**src/rtl/rstctl_pkg.sv**
```systemverilog
// Shared constants for the reset controller register block: register
// indices, reset values and the control-register bit layout.
// Assumes 32-bit registers and a four-core cluster with cores 1..3 switchable.
package rstctl_pkg;

    localparam int REG_W   = 32;
    localparam int CORES   = 4;
    localparam int PERIPHS = 2;

    localparam int IDX_CTRL     = 0;
    localparam int IDX_STATUS   = 2;
    localparam int IDX_IMASK    = 4;
    localparam int IDX_SCRATCH1 = 6;

    localparam logic [REG_W-1:0] CTRL_INIT   = 32'h0000_0521;
    localparam logic [REG_W-1:0] STATUS_INIT = 32'h0000_0001;
    localparam logic [REG_W-1:0] IMASK_INIT  = 32'h0000_001F;

    localparam int CORE_RST_LSB = 13;
    localparam int CORE_EN_LSB  = 22;

    // Control bit of the enable of secondary core 'core' (1..3)
    function automatic int en_bit(input int core);
        return CORE_EN_LSB + core - 1;
    endfunction

    // Control bit of the reset request of peripheral 'p'
    function automatic int periph_bit(input int p);
        return (p == 0) ? 3 : 12;
    endfunction

    // Register holding the start address of secondary core 'core'
    function automatic int entry_index(input int core);
        return IDX_SCRATCH1 + 2 * core;
    endfunction

    // Register holding the start argument of secondary core 'core'
    function automatic int arg_index(input int core);
        return IDX_SCRATCH1 + 2 * core + 1;
    endfunction

    // Value a register takes on reset
    function automatic logic [REG_W-1:0] init_value(input int idx);
        case (idx)
            IDX_CTRL:   return CTRL_INIT;
            IDX_STATUS: return STATUS_INIT;
            IDX_IMASK:  return IMASK_INIT;
            default:    return '0;
        endcase
    endfunction

endpackage

```
**src/rtl/rstctl_decode.sv**
```systemverilog
// Address decoder: turns a byte offset into a word index and says whether
// the access targets an implemented register with an aligned address.
// Assumes NUM_REGS fits in the window of ADDR_W bytes.
module rstctl_decode #(
    parameter int NUM_REGS = 16,
    parameter int ADDR_W   = 12,
    parameter int IDX_W    = 4
) (
    input  logic [ADDR_W-1:0] addr,
    output logic [IDX_W-1:0]  idx,
    output logic              hit
);
    localparam int WORD_W = ADDR_W - 2;

    logic [WORD_W-1:0] word;

    // Word index is the byte offset without its two low bits
    assign word = addr[ADDR_W-1:2];
    // Hit when aligned and inside the implemented bank
    assign hit  = (addr[1:0] == 2'b00) && (int'(word) < NUM_REGS);
    assign idx  = word[IDX_W-1:0];

endmodule

```
**src/rtl/rstctl_regfile.sv**
```systemverilog
// Plain storage registers of the bank. The control slot is left empty here
// and held by the control unit; each other slot loads on a matching write.
// Assumes the caller only raises 'we' for in-range, non-control indices.
module rstctl_regfile
    import rstctl_pkg::*;
#(
    parameter int NUM_REGS = 16,
    parameter int IDX_W    = 4
) (
    input  logic             clk,
    input  logic             rst_n,
    input  logic             we,
    input  logic [IDX_W-1:0] widx,
    input  logic [REG_W-1:0] wdata,
    output logic [REG_W-1:0] regs [NUM_REGS]
);
    for (genvar i = 0; i < NUM_REGS; i++) begin : g_slot
        if (i == IDX_CTRL) begin : g_ctrl_gap
            // Control register lives in the control unit
            assign regs[i] = '0;
        end else begin : g_store
            // Load slot i on reset value or matching write
            always_ff @(posedge clk) begin
                if (!rst_n) begin
                    regs[i] <= init_value(i);
                end else if (we && (widx == IDX_W'(i))) begin
                    regs[i] <= wdata;
                end
            end
        end
    end

endmodule

```
**src/rtl/rstctl_pulse.sv**
```systemverilog
// Per-core reset sequencer: on start it runs a PULSE_CYCLES countdown,
// drives the reset pulse during it when the start was a reset request,
// and asks for the control bit to clear in the cycle after the countdown.
// Assumes a new start simply restarts the sequence.
module rstctl_pulse #(
    parameter int PULSE_CYCLES = 4
) (
    input  logic clk,
    input  logic rst_n,
    input  logic start,
    input  logic fire,
    output logic rst_pulse,
    output logic clr
);
    localparam int CNT_W = $clog2(PULSE_CYCLES + 1);

    logic [CNT_W-1:0] cnt;
    logic             pend;
    logic             firing;

    // Countdown and pending-clear state
    always_ff @(posedge clk) begin
        if (!rst_n) begin
            cnt    <= '0;
            pend   <= 1'b0;
            firing <= 1'b0;
        end else if (start) begin
            cnt    <= CNT_W'(PULSE_CYCLES);
            pend   <= 1'b1;
            firing <= fire;
        end else if (cnt != '0) begin
            cnt <= cnt - 1'b1;
        end else if (pend) begin
            pend <= 1'b0;
        end
    end

    // Pulse only while counting and only for a reset request
    assign rst_pulse = firing && (cnt != '0);
    // Clear request in the first idle cycle after the countdown
    assign clr       = pend && (cnt == '0);

endmodule

```
**src/rtl/rstctl_ctrl.sv**
```systemverilog
// Control register and its write side effects. A write is compared with
// the stored value; changed enables switch power and capture start values,
// changed core reset bits start a sequence, changed peripheral bits pulse
// once and are never stored. Changes are taken in a fixed order: enables of
// cores 3, 2, 1, then core resets 0..3, then peripheral resets. An enable
// change consumes that core's reset bit for the same write.
module rstctl_ctrl
    import rstctl_pkg::*;
(
    input  logic                        clk,
    input  logic                        rst_n,
    input  logic                        we,
    input  logic [REG_W-1:0]            wdata,
    input  logic [REG_W-1:0]            entry_in [CORES-1],
    input  logic [REG_W-1:0]            arg_in   [CORES-1],
    input  logic [CORES-1:0]            clr_req,
    output logic [REG_W-1:0]            ctrl_q,
    output logic [CORES-1:0]            seq_start,
    output logic [CORES-1:0]            seq_fire,
    output logic [CORES-2:0]            core_power,
    output logic [(CORES-1)*REG_W-1:0]  boot_addr,
    output logic [(CORES-1)*REG_W-1:0]  boot_arg,
    output logic [PERIPHS-1:0]          periph_pulse
);
    logic [REG_W-1:0] chg;
    logic [REG_W-1:0] wval;
    logic [REG_W-1:0] ctrl_d;
    logic [CORES-1:0] en_chg;
    logic [CORES-1:0] rst_chg;

    // Change detection, ordered side effects and next control value
    always_comb begin
        chg     = ctrl_q ^ wdata;
        en_chg  = '0;
        rst_chg = '0;
        for (int k = CORES - 1; k >= 1; k--) begin
            en_chg[k] = chg[en_bit(k)];
        end
        for (int k = 0; k < CORES; k++) begin
            rst_chg[k] = chg[CORE_RST_LSB + k] && !en_chg[k];
        end
        wval = wdata;
        for (int p = 0; p < PERIPHS; p++) begin
            wval[periph_bit(p)] = 1'b0;
        end
        ctrl_d = we ? wval : ctrl_q;
        for (int k = 0; k < CORES; k++) begin
            if (clr_req[k] && !(we && (en_chg[k] || rst_chg[k]))) begin
                ctrl_d[CORE_RST_LSB + k] = 1'b0;
            end
        end
    end

    // Sequencer launch: enable or reset change starts, only reset fires
    assign seq_start = {CORES{we}} & (en_chg | rst_chg);
    assign seq_fire  = {CORES{we}} & rst_chg;

    // Control register storage
    always_ff @(posedge clk) begin
        if (!rst_n) begin
            ctrl_q <= CTRL_INIT;
        end else begin
            ctrl_q <= ctrl_d;
        end
    end

    // One-cycle peripheral reset pulses
    always_ff @(posedge clk) begin
        if (!rst_n) begin
            periph_pulse <= '0;
        end else begin
            for (int p = 0; p < PERIPHS; p++) begin
                periph_pulse[p] <= we && chg[periph_bit(p)];
            end
        end
    end

    // Power levels are the stored enable bits
    for (genvar k = 1; k < CORES; k++) begin : g_power
        assign core_power[k-1] = ctrl_q[en_bit(k)];
    end

    // Capture start address and argument on each enabling write
    always_ff @(posedge clk) begin
        if (!rst_n) begin
            boot_addr <= '0;
            boot_arg  <= '0;
        end else begin
            for (int k = 1; k < CORES; k++) begin
                if (we && en_chg[k] && wdata[en_bit(k)]) begin
                    boot_addr[(k-1)*REG_W +: REG_W] <= entry_in[k-1];
                    boot_arg[(k-1)*REG_W +: REG_W]  <= arg_in[k-1];
                end
            end
        end
    end

endmodule

```
**src/rtl/rstctl_regs.sv**
```systemverilog
// Top of the reset controller register block: bus decode, storage bank,
// control unit and one reset sequencer per core. Reads and error flags are
// registered and valid the cycle after the access.
// Assumes one access per cycle and NUM_REGS large enough for the start
// address and argument registers of every secondary core.
module rstctl_regs
    import rstctl_pkg::*;
#(
    parameter int NUM_REGS     = 16,
    parameter int PULSE_CYCLES = 4,
    parameter int ADDR_W       = 12
) (
    input  logic                       clk,
    input  logic                       rst_n,
    input  logic                       bus_sel,
    input  logic                       bus_write,
    input  logic [ADDR_W-1:0]          bus_addr,
    input  logic [REG_W-1:0]           bus_wdata,
    output logic [REG_W-1:0]           bus_rdata,
    output logic                       bus_err,
    output logic [CORES-2:0]           core_power,
    output logic [CORES-1:0]           core_rst_pulse,
    output logic [PERIPHS-1:0]         periph_rst_pulse,
    output logic [(CORES-1)*REG_W-1:0] boot_addr,
    output logic [(CORES-1)*REG_W-1:0] boot_arg
);
    localparam int IDX_W = $clog2(NUM_REGS);

    logic [IDX_W-1:0] idx;
    logic             hit;
    logic             wr_gen;
    logic             wr_ctrl;
    logic [REG_W-1:0] regs [NUM_REGS];
    logic [REG_W-1:0] ctrl_q;
    logic [REG_W-1:0] entry_vals [CORES-1];
    logic [REG_W-1:0] arg_vals   [CORES-1];
    logic [CORES-1:0] seq_start;
    logic [CORES-1:0] seq_fire;
    logic [CORES-1:0] clr_req;
    logic [REG_W-1:0] rd_val;

    rstctl_decode #(
        .NUM_REGS (NUM_REGS),
        .ADDR_W   (ADDR_W),
        .IDX_W    (IDX_W)
    ) u_decode (
        .addr (bus_addr),
        .idx  (idx),
        .hit  (hit)
    );

    // Split accepted writes between control unit and storage bank
    assign wr_ctrl = bus_sel && bus_write && hit && (idx == IDX_W'(IDX_CTRL));
    assign wr_gen  = bus_sel && bus_write && hit && (idx != IDX_W'(IDX_CTRL));

    rstctl_regfile #(
        .NUM_REGS (NUM_REGS),
        .IDX_W    (IDX_W)
    ) u_regfile (
        .clk   (clk),
        .rst_n (rst_n),
        .we    (wr_gen),
        .widx  (idx),
        .wdata (bus_wdata),
        .regs  (regs)
    );

    // Fixed start address and argument pair per secondary core
    for (genvar k = 1; k < CORES; k++) begin : g_entry
        assign entry_vals[k-1] = regs[entry_index(k)];
        assign arg_vals[k-1]   = regs[arg_index(k)];
    end

    rstctl_ctrl u_ctrl (
        .clk          (clk),
        .rst_n        (rst_n),
        .we           (wr_ctrl),
        .wdata        (bus_wdata),
        .entry_in     (entry_vals),
        .arg_in       (arg_vals),
        .clr_req      (clr_req),
        .ctrl_q       (ctrl_q),
        .seq_start    (seq_start),
        .seq_fire     (seq_fire),
        .core_power   (core_power),
        .boot_addr    (boot_addr),
        .boot_arg     (boot_arg),
        .periph_pulse (periph_rst_pulse)
    );

    for (genvar k = 0; k < CORES; k++) begin : g_seq
        rstctl_pulse #(
            .PULSE_CYCLES (PULSE_CYCLES)
        ) u_pulse (
            .clk       (clk),
            .rst_n     (rst_n),
            .start     (seq_start[k]),
            .fire      (seq_fire[k]),
            .rst_pulse (core_rst_pulse[k]),
            .clr       (clr_req[k])
        );
    end

    // Read source: control unit or storage bank
    assign rd_val = (idx == IDX_W'(IDX_CTRL)) ? ctrl_q : regs[idx];

    // Registered read data and access error
    always_ff @(posedge clk) begin
        if (!rst_n) begin
            bus_rdata <= '0;
            bus_err   <= 1'b0;
        end else begin
            bus_err <= bus_sel && !hit;
            if (bus_sel && !bus_write) begin
                bus_rdata <= hit ? rd_val : '0;
            end
        end
    end

endmodule

```
**config.mk**
```make
export PLATFORM = sky130hd
export DESIGN_NAME = rstctl_regs
export DESIGN_NICKNAME = d
export VERILOG_FILES = /design/src/rtl/rstctl_pkg.sv /design/src/rtl/rstctl_decode.sv /design/src/rtl/rstctl_regfile.sv /design/src/rtl/rstctl_pulse.sv /design/src/rtl/rstctl_ctrl.sv /design/src/rtl/rstctl_regs.sv
export SDC_FILE = /design/constraint.sdc
export NUM_CORES = 2
export LEC_CHECK = 0
export BUFFER_PORTS_ARGS = -buffer_cell sky130_fd_sc_hd__buf_2
export CORE_AREA = 5 5 320 243
export DETAILED_ROUTE_END_ITERATION = 10
export DIE_AREA = 0 0 325 248
export GPL_TIMING_DRIVEN = 0
export SYNTH_ARGS = -nofsm -noshare
export SYNTH_HDL_FRONTEND = slang
export SYNTH_SLANG_ARGS = --single-unit
```
**constraint.sdc**
```tcl
create_clock -name clk -period 2.1 [get_ports clk]
set_input_delay 0.21 -clock clk [delete_from_list [all_inputs] [get_ports clk]]
set_output_delay 0.21 -clock clk [all_outputs]
set_load 0.02 [all_outputs]
```
==> results.sh <==
export IMPL_syn_nets=3947
export IMPL_grt_max_degree=15
export IMPL_max_slew_margin_pct=21.27
export IMPL_peakVddDrop_mv=0.6016
export IMPL_cts_buffer_depth=3
export IMPL_hold_depth=3
export IMPL_ios=282
export IMPL_ys_ff_latch=757
export IMPL_yosysSeqAreaShare_pct=45.83
export IMPL_die_y_um=248
export IMPL_hold_path_end="u_regfile.regs[420]"
export IMPL_rows=87
export IMPL_max_freq_mhz=460.0
export IMPL_r2r_slack_ns=0.12
export IMPL_place_gp_congestion=0.9768
export IMPL_cp_cell_sequence="buf_2 > clkbuf_1 > clkbuf_1 > clkbuf_1 > a21boi_0"
export IMPL_setup_violations_final=11
export IMPL_instances_no_fill=5334
export IMPL_gr_total_overflow=0
export IMPL_crit_required_ns=2.65
export IMPL_hp_class="in -> reg"
export IMPL_worst_slew_pin_transition_ns=1.181
export IMPL_antenna_found_initial=7
export IMPL_post_drt_wl_per_cell_um=23.60
export IMPL_dr_pass1_iters=5
export IMPL_die_w_um=325
export IMPL_syn_inst=3891
export IMPL_yosysUniqueCellTypes=52
export IMPL_grt_util_met1_pct=44.41
export IMPL_port_buffer_count=267
export IMPL_worstReg2RegStart="u_ctrl.ctrl_q[22]"
export IMPL_syn_avg_cell_area_um2=8.498
export IMPL_critPathSlowestCell="clkbuf_1"
export IMPL_routed_wl_um=125900
export IMPL_leakage_nw=14.11
export IMPL_cap_violations=0
export IMPL_yosys_most_used_dff="dfxtp_1"
export IMPL_grt_pass1_vias=28611
export IMPL_finalCritPeriodShare_pct=103.5
export IMPL_rr_worst_depth=5
export IMPL_cts_made_buffers=78
export IMPL_dp_cells=5137
export IMPL_layout_nets=4347
export IMPL_endpoint_kind="flip-flop"
export IMPL_root_buffer="clkbuf_16"
export IMPL_worstSetupStartpointType="input pin"
export IMPL_outcome="complete, but fails checks"
export IMPL_busiest_layer="met1"
export IMPL_vias_per_cell=5.736
export IMPL_slowest_delay_ns=0.94
export IMPL_cp_max_fo=11
export IMPL_worstReg2RegEnd="u_ctrl.boot_addr[18]"
export IMPL_async_flop_share_pct=0
export IMPL_fin_crit_ns=2.174
export IMPL_crit_arrival_ns=2.72
export IMPL_netlist_area_mm2=0.03307
export IMPL_clk_pin_slew_worst_paths_ns=0.07
export IMPL_dieArea_mm2=0.08060
export IMPL_num_vias=30596
export IMPL_critPathKind="in -> reg"
export IMPL_tns_ns=-0.6803
export IMPL_ant_nets=0
export IMPL_use_met3_pct=6.660
export IMPL_violations="setup timing"
export IMPL_grt_pass1_wl_um=183400
export IMPL_drc=0
export IMPL_drv_slew=0
export IMPL_clock_skew_ns=0.02227
export IMPL_timing_final_hold_violations=0
export IMPL_hold_start="bus_wdata[4]"
export IMPL_setup_ws_ns=-0.07407
export IMPL_initial_core_util_pct=44.41
export IMPL_cts_tree="built"
export IMPL_post_route_util_pct=52.81
export IMPL_dp_hpwl_um=96550
export IMPL_drive_gt1_share_pct=15.83
export IMPL_grtUsageTotal_pct=29.94
export IMPL_clkSinkCount=757
export IMPL_cts_htree_levels=3
export IMPL_areaGrowthSynthToFinish_pct=18.92
export IMPL_fp_coreArea_mm2=0.07446
export IMPL_synth_edf_count=0
export IMPL_powerDensity_mw_per_mm2=802.2
export IMPL_clk_latency_ns=0.64
export IMPL_dr_first_iter_drc_count=3571
export IMPL_grtUsageMet2_pct=43.75
export IMPL_cpMostUsedCell="clkbuf_1"
export IMPL_yosys_warnings=0
==> per-layer routing <==
metal | vias to the layer above | part of all wire, %
li1 | 14123 | -
met1 | 14921 | 46
met2 | 1346 | 41
met3 | 206 | 9.8
met4 | 0 | 2.9
met5 | - | 0
==> registers in the layout (all words and copies together), names as in the netlist, 4 cells and up <==
signal                count
u_ctrl.boot_addr         96
u_ctrl.boot_arg          96
bus_rdata                32
g_seq.u_pulse.cnt        12
u_ctrl.ctrl_q            30
g_seq.u_pulse.firing      4
u_regfile.regs          480
g_seq.u_pulse.pend        4
==> per-stage QoR <==
stage	setup WS (ns)	hold slack (ns)	area, um^2	power (mW)
floorplan	-0.1778	0.3492	33270	16.21
global placement	-1.925	0.4267	35830	17.04
detailed placement	-1.909	0.4328	35830	17.05
CTS	0.0003988	0.0003195	39090	31.54
global route	-0.006882	0.02311	39320	32.36
finish	-0.07407	0.007854	39320	31.54
==> logic make-up after synthesis <==
logic type	Yosys count	synth area share (%)
and+or+nand+nor	1471	19.21
AOI/OAI and AO/OA	1002	20.75
DFF	757	45.83
buffers and inverters	412	5.120
muxes	230	8.495
xor gates and xnor gates	11	0.2914
adders and majority gates	8	0.3027
==> cells in the mapped netlist (8+ instances only) <==
cell type  instances  share of area, %
nor4_2             8              0.30
mux4_2            37               2.5
and3_1            10              0.19
xnor2_1           11              0.29
ha_1               8              0.30
a21boi_1         124               2.8
or3_1             31              0.59
nor2b_1           35              0.66
o21ai_0          194               2.9
or4_1             40              0.91
buf_4             12              0.27
mux2i_1          158               4.8
nand2_1         1056                12
mux2_2            35               1.2
clkbuf_1         304               3.5
dfxtp_1          757                46
o21ai_1           28              0.42
nor4_1            10              0.19
a21boi_0         515                12
nand3_1          197               3.0
inv_1             14              0.16
a31oi_1           30              0.57
o22ai_1           60               1.1
nand2b_1          12              0.23
nor2_1            45              0.51
a211oi_1          28              0.64
buf_2             63              0.95
a21oi_1            8              0.12
buf_1             16              0.18
==> cell usage in the layout (no fill, tap or decap), types with 7 or more instances in the layout <==
master and count:
nand2_1 1056, dfxtp_1 757, a21boi_0 508, buf_2 286, clkbuf_1 253, nand3_1 197
o21ai_0 194, mux2i_1 158, a21boi_1 131, buf_4 85, clkbuf_16 81, o22ai_1 60
clkbuf_2 48, nor2_1 45, or4_1 38, mux4_2 37, nor2b_1 35, mux2_2 35
or3_1 30, a31oi_1 30, a211oi_1 28, o21ai_1 28, dlygate4sd3_1 20, clkbuf_8 19
clkbuf_4 16, nor4_4 16, inv_1 14, buf_6 14, clkinv_2 12, xnor2_1 11
and3_1 10, a21oi_1 8, buf_1 7, nand4_1 7
==> report_power, final <==
part           switching [mW]  internal [mW]  leakage [nW]  total (mW)
Clock                    6.11           8.47          1.30        14.6
Combinational            1.63          0.832          6.71        2.46
Sequential             0.0447           14.5          6.10        14.5
==> repair_timing <==
| action | in CTS | in global routing |
|---|---|---|
| resized for setup | 94 | 100 |
| hold endpoints to repair | 100 | 0 |
| pin swaps | 16 | 6 |
| setup endpoints to repair | 691 | 551 |
| setup buffers | 26 | 15 |
| hold buffers | 20 | 0 |
==> critical path, delay by kind of cell <==
kind	cells	cell delay, ns
AOI/OAI and AO/OA	1	0.24
buffers and inverters	4	2.26
==> area by class of cell <==
cell class	count	area (um^2)
buffer	390	1921
inverter	14	52.55
antenna	2	5.005
clock inverter	27	314.1
clock buffer	115	2335
tap	979	1225
sequential	757	15150
multi-input combinational	2722	16460
fill	7137	35130
timing repair buffer	328	1857
==> worst max-delay path by stage <==
| stage | start | end | slack (ns) | cells after the start |
|---|---|---|---|---|
| finish | rst_n | u_ctrl.boot_addr[90] | -0.07 | 5 |
| global route | bus_addr[3] | u_regfile.regs[154] | -0.007 | 9 |
| CTS | bus_addr[9] | bus_rdata[11] | 0.0004 | 8 |
| detailed placement | bus_addr[1] | g_seq[1].u_pulse.firing | -1.91 | 7 |
| global placement | bus_addr[1] | g_seq[2].u_pulse.firing | -1.93 | 7 |
| floorplan | bus_addr[9] | bus_rdata[10] | -0.18 | 7 |
(Power assumes the default switching activity.)
